File: src/rtl/postlog_pkg.sv
package postlog_pkg;

    typedef enum logic [2:0] {
        RA_CTRL  = 3'd0,
        RA_LO    = 3'd1,
        RA_HI    = 3'd2,
        RA_CUR   = 3'd3,
        RA_STAT  = 3'd4,
        RA_PTR   = 3'd5,
        RA_DATA  = 3'd6,
        RA_NONE  = 3'd7
    } reg_addr_e;

    localparam logic [1:0] MODE_LOCKED = 2'b10;
    localparam logic [7:0] CTRL_MASK   = 8'h1F;

    typedef struct packed {
        logic [2:0] rsvd;
        logic       irq_en;
        logic [1:0] mode;
        logic       accept;
        logic       enable;
    } ctrl_t;

    function automatic logic [7:0] ring_next(input logic [7:0] cur,
                                             input logic [7:0] lo,
                                             input logic [7:0] hi);
        return (cur == hi) ? lo : cur + 8'd1;
    endfunction

endpackage

File: src/rtl/postlog_decode.sv
module postlog_decode
    import postlog_pkg::*;
#(
    parameter int                 HOST_AW = 16,
    parameter logic [HOST_AW-1:0] PORT    = 16'h0080
) (
    input  logic               host_wr,
    input  logic [HOST_AW-1:0] host_addr,
    input  ctrl_t              ctrl,
    output logic               cap
);

    logic hit;

    always_comb begin
        hit = host_wr && (host_addr == PORT);
        cap = hit && ctrl.enable && ctrl.accept;
    end

endmodule

File: src/rtl/postlog_index.sv
module postlog_index
    import postlog_pkg::*;
#(
    parameter int               IDX_W     = 8,
    parameter logic [IDX_W-1:0] BEGIN_RST = '0
) (
    input  logic             clk,
    input  logic             rst,
    input  logic             cap,
    input  logic             cur_ld,
    input  logic [IDX_W-1:0] cur_ld_val,
    input  logic [IDX_W-1:0] lo_idx,
    input  logic [IDX_W-1:0] hi_idx,
    output logic [IDX_W-1:0] cur_idx
);

    logic [IDX_W-1:0] nxt;

    always_comb begin
        nxt = IDX_W'(ring_next(8'(cur_idx), 8'(lo_idx), 8'(hi_idx)));
    end

    always_ff @(posedge clk) begin
        if (rst) begin
            cur_idx <= BEGIN_RST;
        end else if (cap) begin
            cur_idx <= nxt;
        end else if (cur_ld) begin
            cur_idx <= cur_ld_val;
        end
    end

endmodule

File: src/rtl/postlog_store.sv
module postlog_store #(
    parameter int IDX_W = 8
) (
    input  logic             clk,
    input  logic             cap,
    input  logic [IDX_W-1:0] cap_idx,
    input  logic [7:0]       cap_data,
    input  logic             sw_we,
    input  logic [IDX_W-1:0] sw_idx,
    input  logic [7:0]       sw_data,
    input  logic [IDX_W-1:0] rd_idx,
    output logic [7:0]       rd_data
);

    localparam int DEPTH = 1 << IDX_W;

    logic [7:0] cells [DEPTH];

    for (genvar g = 0; g < DEPTH; g++) begin : g_cell
        logic [7:0] byte_q;
        logic       cap_hit;
        logic       sw_hit;

        always_comb begin
            cap_hit = cap && (cap_idx == IDX_W'(g));
            sw_hit  = sw_we && (sw_idx == IDX_W'(g));
        end

        always_ff @(posedge clk) begin
            if (cap_hit) begin
                byte_q <= cap_data;
            end else if (sw_hit) begin
                byte_q <= sw_data;
            end
        end

        assign cells[g] = byte_q;
    end

    assign rd_data = cells[rd_idx];

endmodule

File: src/rtl/postlog_regs.sv
module postlog_regs
    import postlog_pkg::*;
#(
    parameter int               IDX_W     = 8,
    parameter logic [IDX_W-1:0] BEGIN_RST = '0,
    parameter logic [IDX_W-1:0] END_RST   = '1
) (
    input  logic             clk,
    input  logic             rst,
    input  logic             reg_wr,
    input  logic [2:0]       reg_addr,
    input  logic [7:0]       reg_wdata,
    input  logic             cap,
    input  logic [IDX_W-1:0] cur_idx,
    input  logic [7:0]       ram_rdata,
    output ctrl_t            ctrl,
    output logic [IDX_W-1:0] lo_idx,
    output logic [IDX_W-1:0] hi_idx,
    output logic [IDX_W-1:0] ptr_idx,
    output logic             full,
    output logic             cur_ld,
    output logic [IDX_W-1:0] cur_ld_val,
    output logic             sw_we,
    output logic [7:0]       reg_rdata
);

    reg_addr_e        ra;
    logic             locked;
    logic [IDX_W-1:0] wr_idx;

    always_comb begin
        ra         = reg_addr_e'(reg_addr);
        locked     = (ctrl.mode == MODE_LOCKED);
        wr_idx     = IDX_W'(reg_wdata);
        cur_ld     = reg_wr && (ra == RA_CUR) && !locked;
        cur_ld_val = wr_idx;
        sw_we      = reg_wr && (ra == RA_DATA) && !locked;
    end

    always_ff @(posedge clk) begin
        if (rst) begin
            ctrl    <= '0;
            lo_idx  <= BEGIN_RST;
            hi_idx  <= END_RST;
            ptr_idx <= '0;
        end else if (reg_wr) begin
            unique case (ra)
                RA_CTRL: ctrl    <= ctrl_t'(reg_wdata & CTRL_MASK);
                RA_LO:   if (!locked) lo_idx <= wr_idx;
                RA_HI:   if (!locked) hi_idx <= wr_idx;
                RA_PTR:  ptr_idx <= wr_idx;
                default: ;
            endcase
        end
    end

    always_ff @(posedge clk) begin
        if (rst) begin
            full <= 1'b0;
        end else if (cap) begin
            full <= 1'b1;
        end else if (reg_wr && (ra == RA_STAT) && reg_wdata[0]) begin
            full <= 1'b0;
        end
    end

    always_comb begin
        unique case (ra)
            RA_CTRL: reg_rdata = ctrl;
            RA_LO:   reg_rdata = 8'(lo_idx);
            RA_HI:   reg_rdata = 8'(hi_idx);
            RA_CUR:  reg_rdata = 8'(cur_idx);
            RA_STAT: reg_rdata = {7'd0, full};
            RA_PTR:  reg_rdata = 8'(ptr_idx);
            RA_DATA: reg_rdata = ram_rdata;
            default: reg_rdata = 8'h00;
        endcase
    end

endmodule

File: src/rtl/postlog_ring.sv
module postlog_ring
    import postlog_pkg::*;
#(
    parameter int                 IDX_W     = 8,
    parameter int                 HOST_AW   = 16,
    parameter logic [HOST_AW-1:0] PORT      = 16'h0080,
    parameter logic [IDX_W-1:0]   BEGIN_RST = '0,
    parameter logic [IDX_W-1:0]   END_RST   = '1
) (
    input  logic               clk,
    input  logic               rst,
    input  logic               host_wr,
    input  logic [HOST_AW-1:0] host_addr,
    input  logic [7:0]         host_wdata,
    input  logic               reg_wr,
    input  logic [2:0]         reg_addr,
    input  logic [7:0]         reg_wdata,
    output logic [7:0]         reg_rdata,
    output logic               irq
);

    ctrl_t            ctrl;
    logic             cap;
    logic             full;
    logic             cur_ld;
    logic             sw_we;
    logic [IDX_W-1:0] cur_idx;
    logic [IDX_W-1:0] cur_ld_val;
    logic [IDX_W-1:0] lo_idx;
    logic [IDX_W-1:0] hi_idx;
    logic [IDX_W-1:0] ptr_idx;
    logic [7:0]       ram_rdata;

    postlog_decode #(.HOST_AW(HOST_AW), .PORT(PORT)) u_decode (
        .host_wr   (host_wr),
        .host_addr (host_addr),
        .ctrl      (ctrl),
        .cap       (cap)
    );

    postlog_regs #(.IDX_W(IDX_W), .BEGIN_RST(BEGIN_RST), .END_RST(END_RST)) u_regs (
        .clk        (clk),
        .rst        (rst),
        .reg_wr     (reg_wr),
        .reg_addr   (reg_addr),
        .reg_wdata  (reg_wdata),
        .cap        (cap),
        .cur_idx    (cur_idx),
        .ram_rdata  (ram_rdata),
        .ctrl       (ctrl),
        .lo_idx     (lo_idx),
        .hi_idx     (hi_idx),
        .ptr_idx    (ptr_idx),
        .full       (full),
        .cur_ld     (cur_ld),
        .cur_ld_val (cur_ld_val),
        .sw_we      (sw_we),
        .reg_rdata  (reg_rdata)
    );

    postlog_index #(.IDX_W(IDX_W), .BEGIN_RST(BEGIN_RST)) u_index (
        .clk        (clk),
        .rst        (rst),
        .cap        (cap),
        .cur_ld     (cur_ld),
        .cur_ld_val (cur_ld_val),
        .lo_idx     (lo_idx),
        .hi_idx     (hi_idx),
        .cur_idx    (cur_idx)
    );

    postlog_store #(.IDX_W(IDX_W)) u_store (
        .clk      (clk),
        .cap      (cap),
        .cap_idx  (cur_idx),
        .cap_data (host_wdata),
        .sw_we    (sw_we),
        .sw_idx   (ptr_idx),
        .sw_data  (reg_wdata),
        .rd_idx   (ptr_idx),
        .rd_data  (ram_rdata)
    );

    assign irq = full && ctrl.irq_en;

endmodule

File: config.mk
export PLATFORM = sky130hd
export DESIGN_NAME = postlog_ring
export DESIGN_NICKNAME = d
export VERILOG_FILES = /design/src/rtl/postlog_pkg.sv /design/src/rtl/postlog_decode.sv /design/src/rtl/postlog_index.sv /design/src/rtl/postlog_store.sv /design/src/rtl/postlog_regs.sv /design/src/rtl/postlog_ring.sv
export SDC_FILE = /design/constraint.sdc
export NUM_CORES = 2
export LEC_CHECK = 0
export ABC_CLOCK_PERIOD_IN_PS = 8400
export CORE_ASPECT_RATIO = 0.5
export CORE_UTILIZATION = 55
export DETAILED_ROUTE_END_ITERATION = 8
export PLACE_DENSITY_LB_ADDON = 0.08
export SLEW_MARGIN = 20
export SYNTH_ARGS = -nofsm -noshare
export SYNTH_HDL_FRONTEND = slang
export SYNTH_SLANG_ARGS = --single-unit
File: constraint.sdc
create_clock -name clk -period 8.4 [get_ports clk]
set_input_delay 0.84 -clock clk [delete_from_list [all_inputs] [get_ports clk]]
set_output_delay 0.84 -clock clk [all_outputs]
set_load 0.005 [all_outputs]
==> metrics.yaml <==
fin_skew_ns: 0.0460
rsz0062_at_grt: "false"
syn_inst: 7307
syn_to_final_growth_pct: 8.36
ys_warn_count: 0
drive_gt1_share_pct: 46.3
final.min_clock_period_ns: 7.02
htree_levels: 4
grt_pass1_wl_um: 528000
clockRootBuffer: "clkbuf_16"
hp-start: "u_regs.lo_idx[7]"
status: "complete, no violations"
cts_tree: "yes"
clk-insertion-delay-late_ns: 0.89
maxSlewHeadroom_pct: 8.93
fp.dieArea_mm2: 0.205
antenna_found_initial: 11
max_freq_mhz: 142
overflow: 0
post-dp-hpwl_um: 226000
cp_top_family: "compound AO/OA/AOI/OAI gates"
setup_violations: 0
setup_tns_ns: 0
grt_max_degree: 178
cts.sinks: 2086
slowest_delay_ns: 0.92
cellLeakagePower_nw: 38.8
postCtsResizedCells: 0
grt.total_usage_pct: 36.0
core_mm2: 0.201
critPathBufInv: 2
arrival_ns: 6.18
path_class: "flip-flop to output pin"
crit_path_end_kind: "output pin"
place_congestion: 0.974
final_nets: 7124
p_per_area_mw_per_mm2: 179
die_h_um: 321
route.vias.total: 70700
pwr-share-seq_pct: 52.9
grt_pass1_vias: 68800
rows: 116
pwr-share-comb_pct: 6.3
p_sw_share_pct: 22.8
drt-wirelength-per-cell_um: 37.5
power.switching_w: 0.00493
yosys_most_used_dff: "edfxtp_1"
power.total_w: 0.0216
synthMostInstantiatedCell: "edfxtp_1"
port_buffers: 47
first_pass_iters: 6
setup.worst_path.start: "u_regs.ptr_idx[0]"
drtAntennaViolNets: 0
die_w_um: 639
met3_usage_pct: 12.1
slowest_stage: "dfxtp_4"
yosys.area.top_type_share_pct: 55.0
cts_buffer_depth: 4
start_util_pct: 55.6
ctsHoldBuffers: 0
yosys_register_bits: 2086
totalWireLength_um: 373000
grt_use_met1_pct: 49.9
syn_avg_cell_area_um2: 15.3
crit_fanout: 91
maxCapViolCount: 0
drv_slew: 0
drc: 0
path_cells: "buf_12 -> and2_2 -> a221oi_1 -> o21ai_0 -> nand3_1 -> a21oi_1 -> o311a_1 -> o22ai_1 -> clkdlybuf4s50_1"
cp-start-kind: "flip-flop"
synth.net_count: 7350
numCtsBuffers: 197
rr_startpoint: "u_regs.ptr_idx[1]"
synth-edff-count: 2048
clkPwrFrac_pct: 40.8
hold_viol_final: 0
yosysUniqueCellTypes: 80
synthTopCellsByCount: "2,048 x edfxtp_1, 2,012 x mux2_2, 602 x clkbuf_1"
io_pins: 48
busiest_layer: "met2"
worst_pin_slew_ns: 1.35
clkTransAtPathRegs_ns: 0.06
ys_seq_area_share_pct: 55.7
yosys-top-cells-area: "edfxtp_1 55%, mux2_2 20%, mux4_2 8.3%, clkbuf_1 2.0%, mux2i_1 2.0%"
met2_usage_pct: 53.0
period_share_pct: 83.6
async_flop_share_pct: 0
peakVddDrop_mv: 0.165
p_int_w: 0.0167
crit_required_ns: 7.56
vias_per_cell: 7.11
hp-class: "flip-flop to flip-flop"
netlist_area_mm2: 0.112
post-cts-setup-buffers: 0
drt_iter0_markers: 10400
synth_top_cell_by_area: "edfxtp_1"
per-stage QoR:
step / area (um2) / util [%] / instances / setup slack, ns / hold WS (ns)
after floorplan: 112000 / - / 7307 / 5.02 / 0.444
after global placement: 115000 / 57.2 / 9587 / 2.02 / 0.474
after detailed placement: 115000 / 57.3 / 9593 / 2.36 / 0.472
after CTS: 121000 / 60.2 / 9938 / 1.43 / 0.478
after global routing: 121000 / 60.3 / 9941 / 1.24 / 0.497
final: 121000 / 60.3 / 9949 / 1.38 / 0.483
final timing paths:
kind | to | slack [ns] | cells after the start
worst min register to register | u_regs.lo_idx[7] | 0.48 | 2
worst min-delay path | u_regs.lo_idx[7] | 0.48 | 2
worst max register to register | u_store.g_cell[163].byte_q[1] | 3.87 | 7
worst max-delay path | reg_rdata[4] | 1.38 | 9
tightest hold or removal path: stages (launching register included):
cell	delay, ns
dfxtp_1	0.33
nand2_1	0.06
a21oi_1	0.05
registers in the layout, indices dropped and copies added (netlist names):
signal / count
u_regs.full: 1
u_regs.ctrl: 5
u_regs.hi_idx: 8
u_store.g_cell.byte_q: 2048
u_regs.lo_idx: 8
u_regs.ptr_idx: 8
u_index.cur_idx: 8
routing by layer:
metal  wire length (um)  part of all wire, %  vias up
met5                  0                    0        -
met4              15700                  4.2        0
met3              48300                   13      888
met2             162000                   44     4771
met1             147000                   39    36800
li1                   -                    -    28200
power groups by stage:
| stage | Sequential, W | Clock, W | Combinational, W |
|---|---|---|---|
| after floorplan | 0.0116 | 0 | 0.000883 |
| after global placement | 0.0117 | 0 | 0.00128 |
| after detailed placement | 0.0117 | 0 | 0.00133 |
| after CTS | 0.0114 | 0.00884 | 0.00133 |
| after global routing | 0.0114 | 0.00925 | 0.00141 |
| final | 0.0114 | 0.00882 | 0.00137 |
layout by cell type, fill, tap and decap left out, types with 51 or more instances in the layout:
master / n
mux2i_1: 221
o21ai_1: 75
nand2_1: 455
clkbuf_1: 51
edfxtp_1: 2048
mux2_2: 2012
a21oi_1: 83
mux4_2: 411
nor2_2: 116
o21ai_0: 196
nor2_8: 92
a22oi_1: 122
buf_4: 303
o22ai_1: 61
clkbuf_16: 202
nand3_1: 55
cell families (layout without fill, tap and decap cells):
kind of cell,after synthesis,after routing,synth area share (%)
DFF,2086,2086,55.7
and+or+nand+nor,995,995,5.88
buffers and inverters,801,721,3.14
other,0,8,0
xor gates and xnor gates,14,14,0.110
AOI/OAI and AO/OA,714,714,4.06
adders and majority gates,4,4,0.0448
muxes,2693,2693,31.0
cell type report:
| type | instances | area [um2] |
|---|---|---|
| clock inverter | 85 | 637 |
| sequential | 2086 | 62300 |
| inverter | 7 | 26.3 |
| fill | 15200 | 79800 |
| antenna | 8 | 20.0 |
| tap | 2714 | 3400 |
| timing repair buffer | 369 | 3170 |
| clock buffer | 260 | 5340 |
| multi-input combinational | 4420 | 46200 |
No activity file was read; power rests on OpenSTA's default activity.
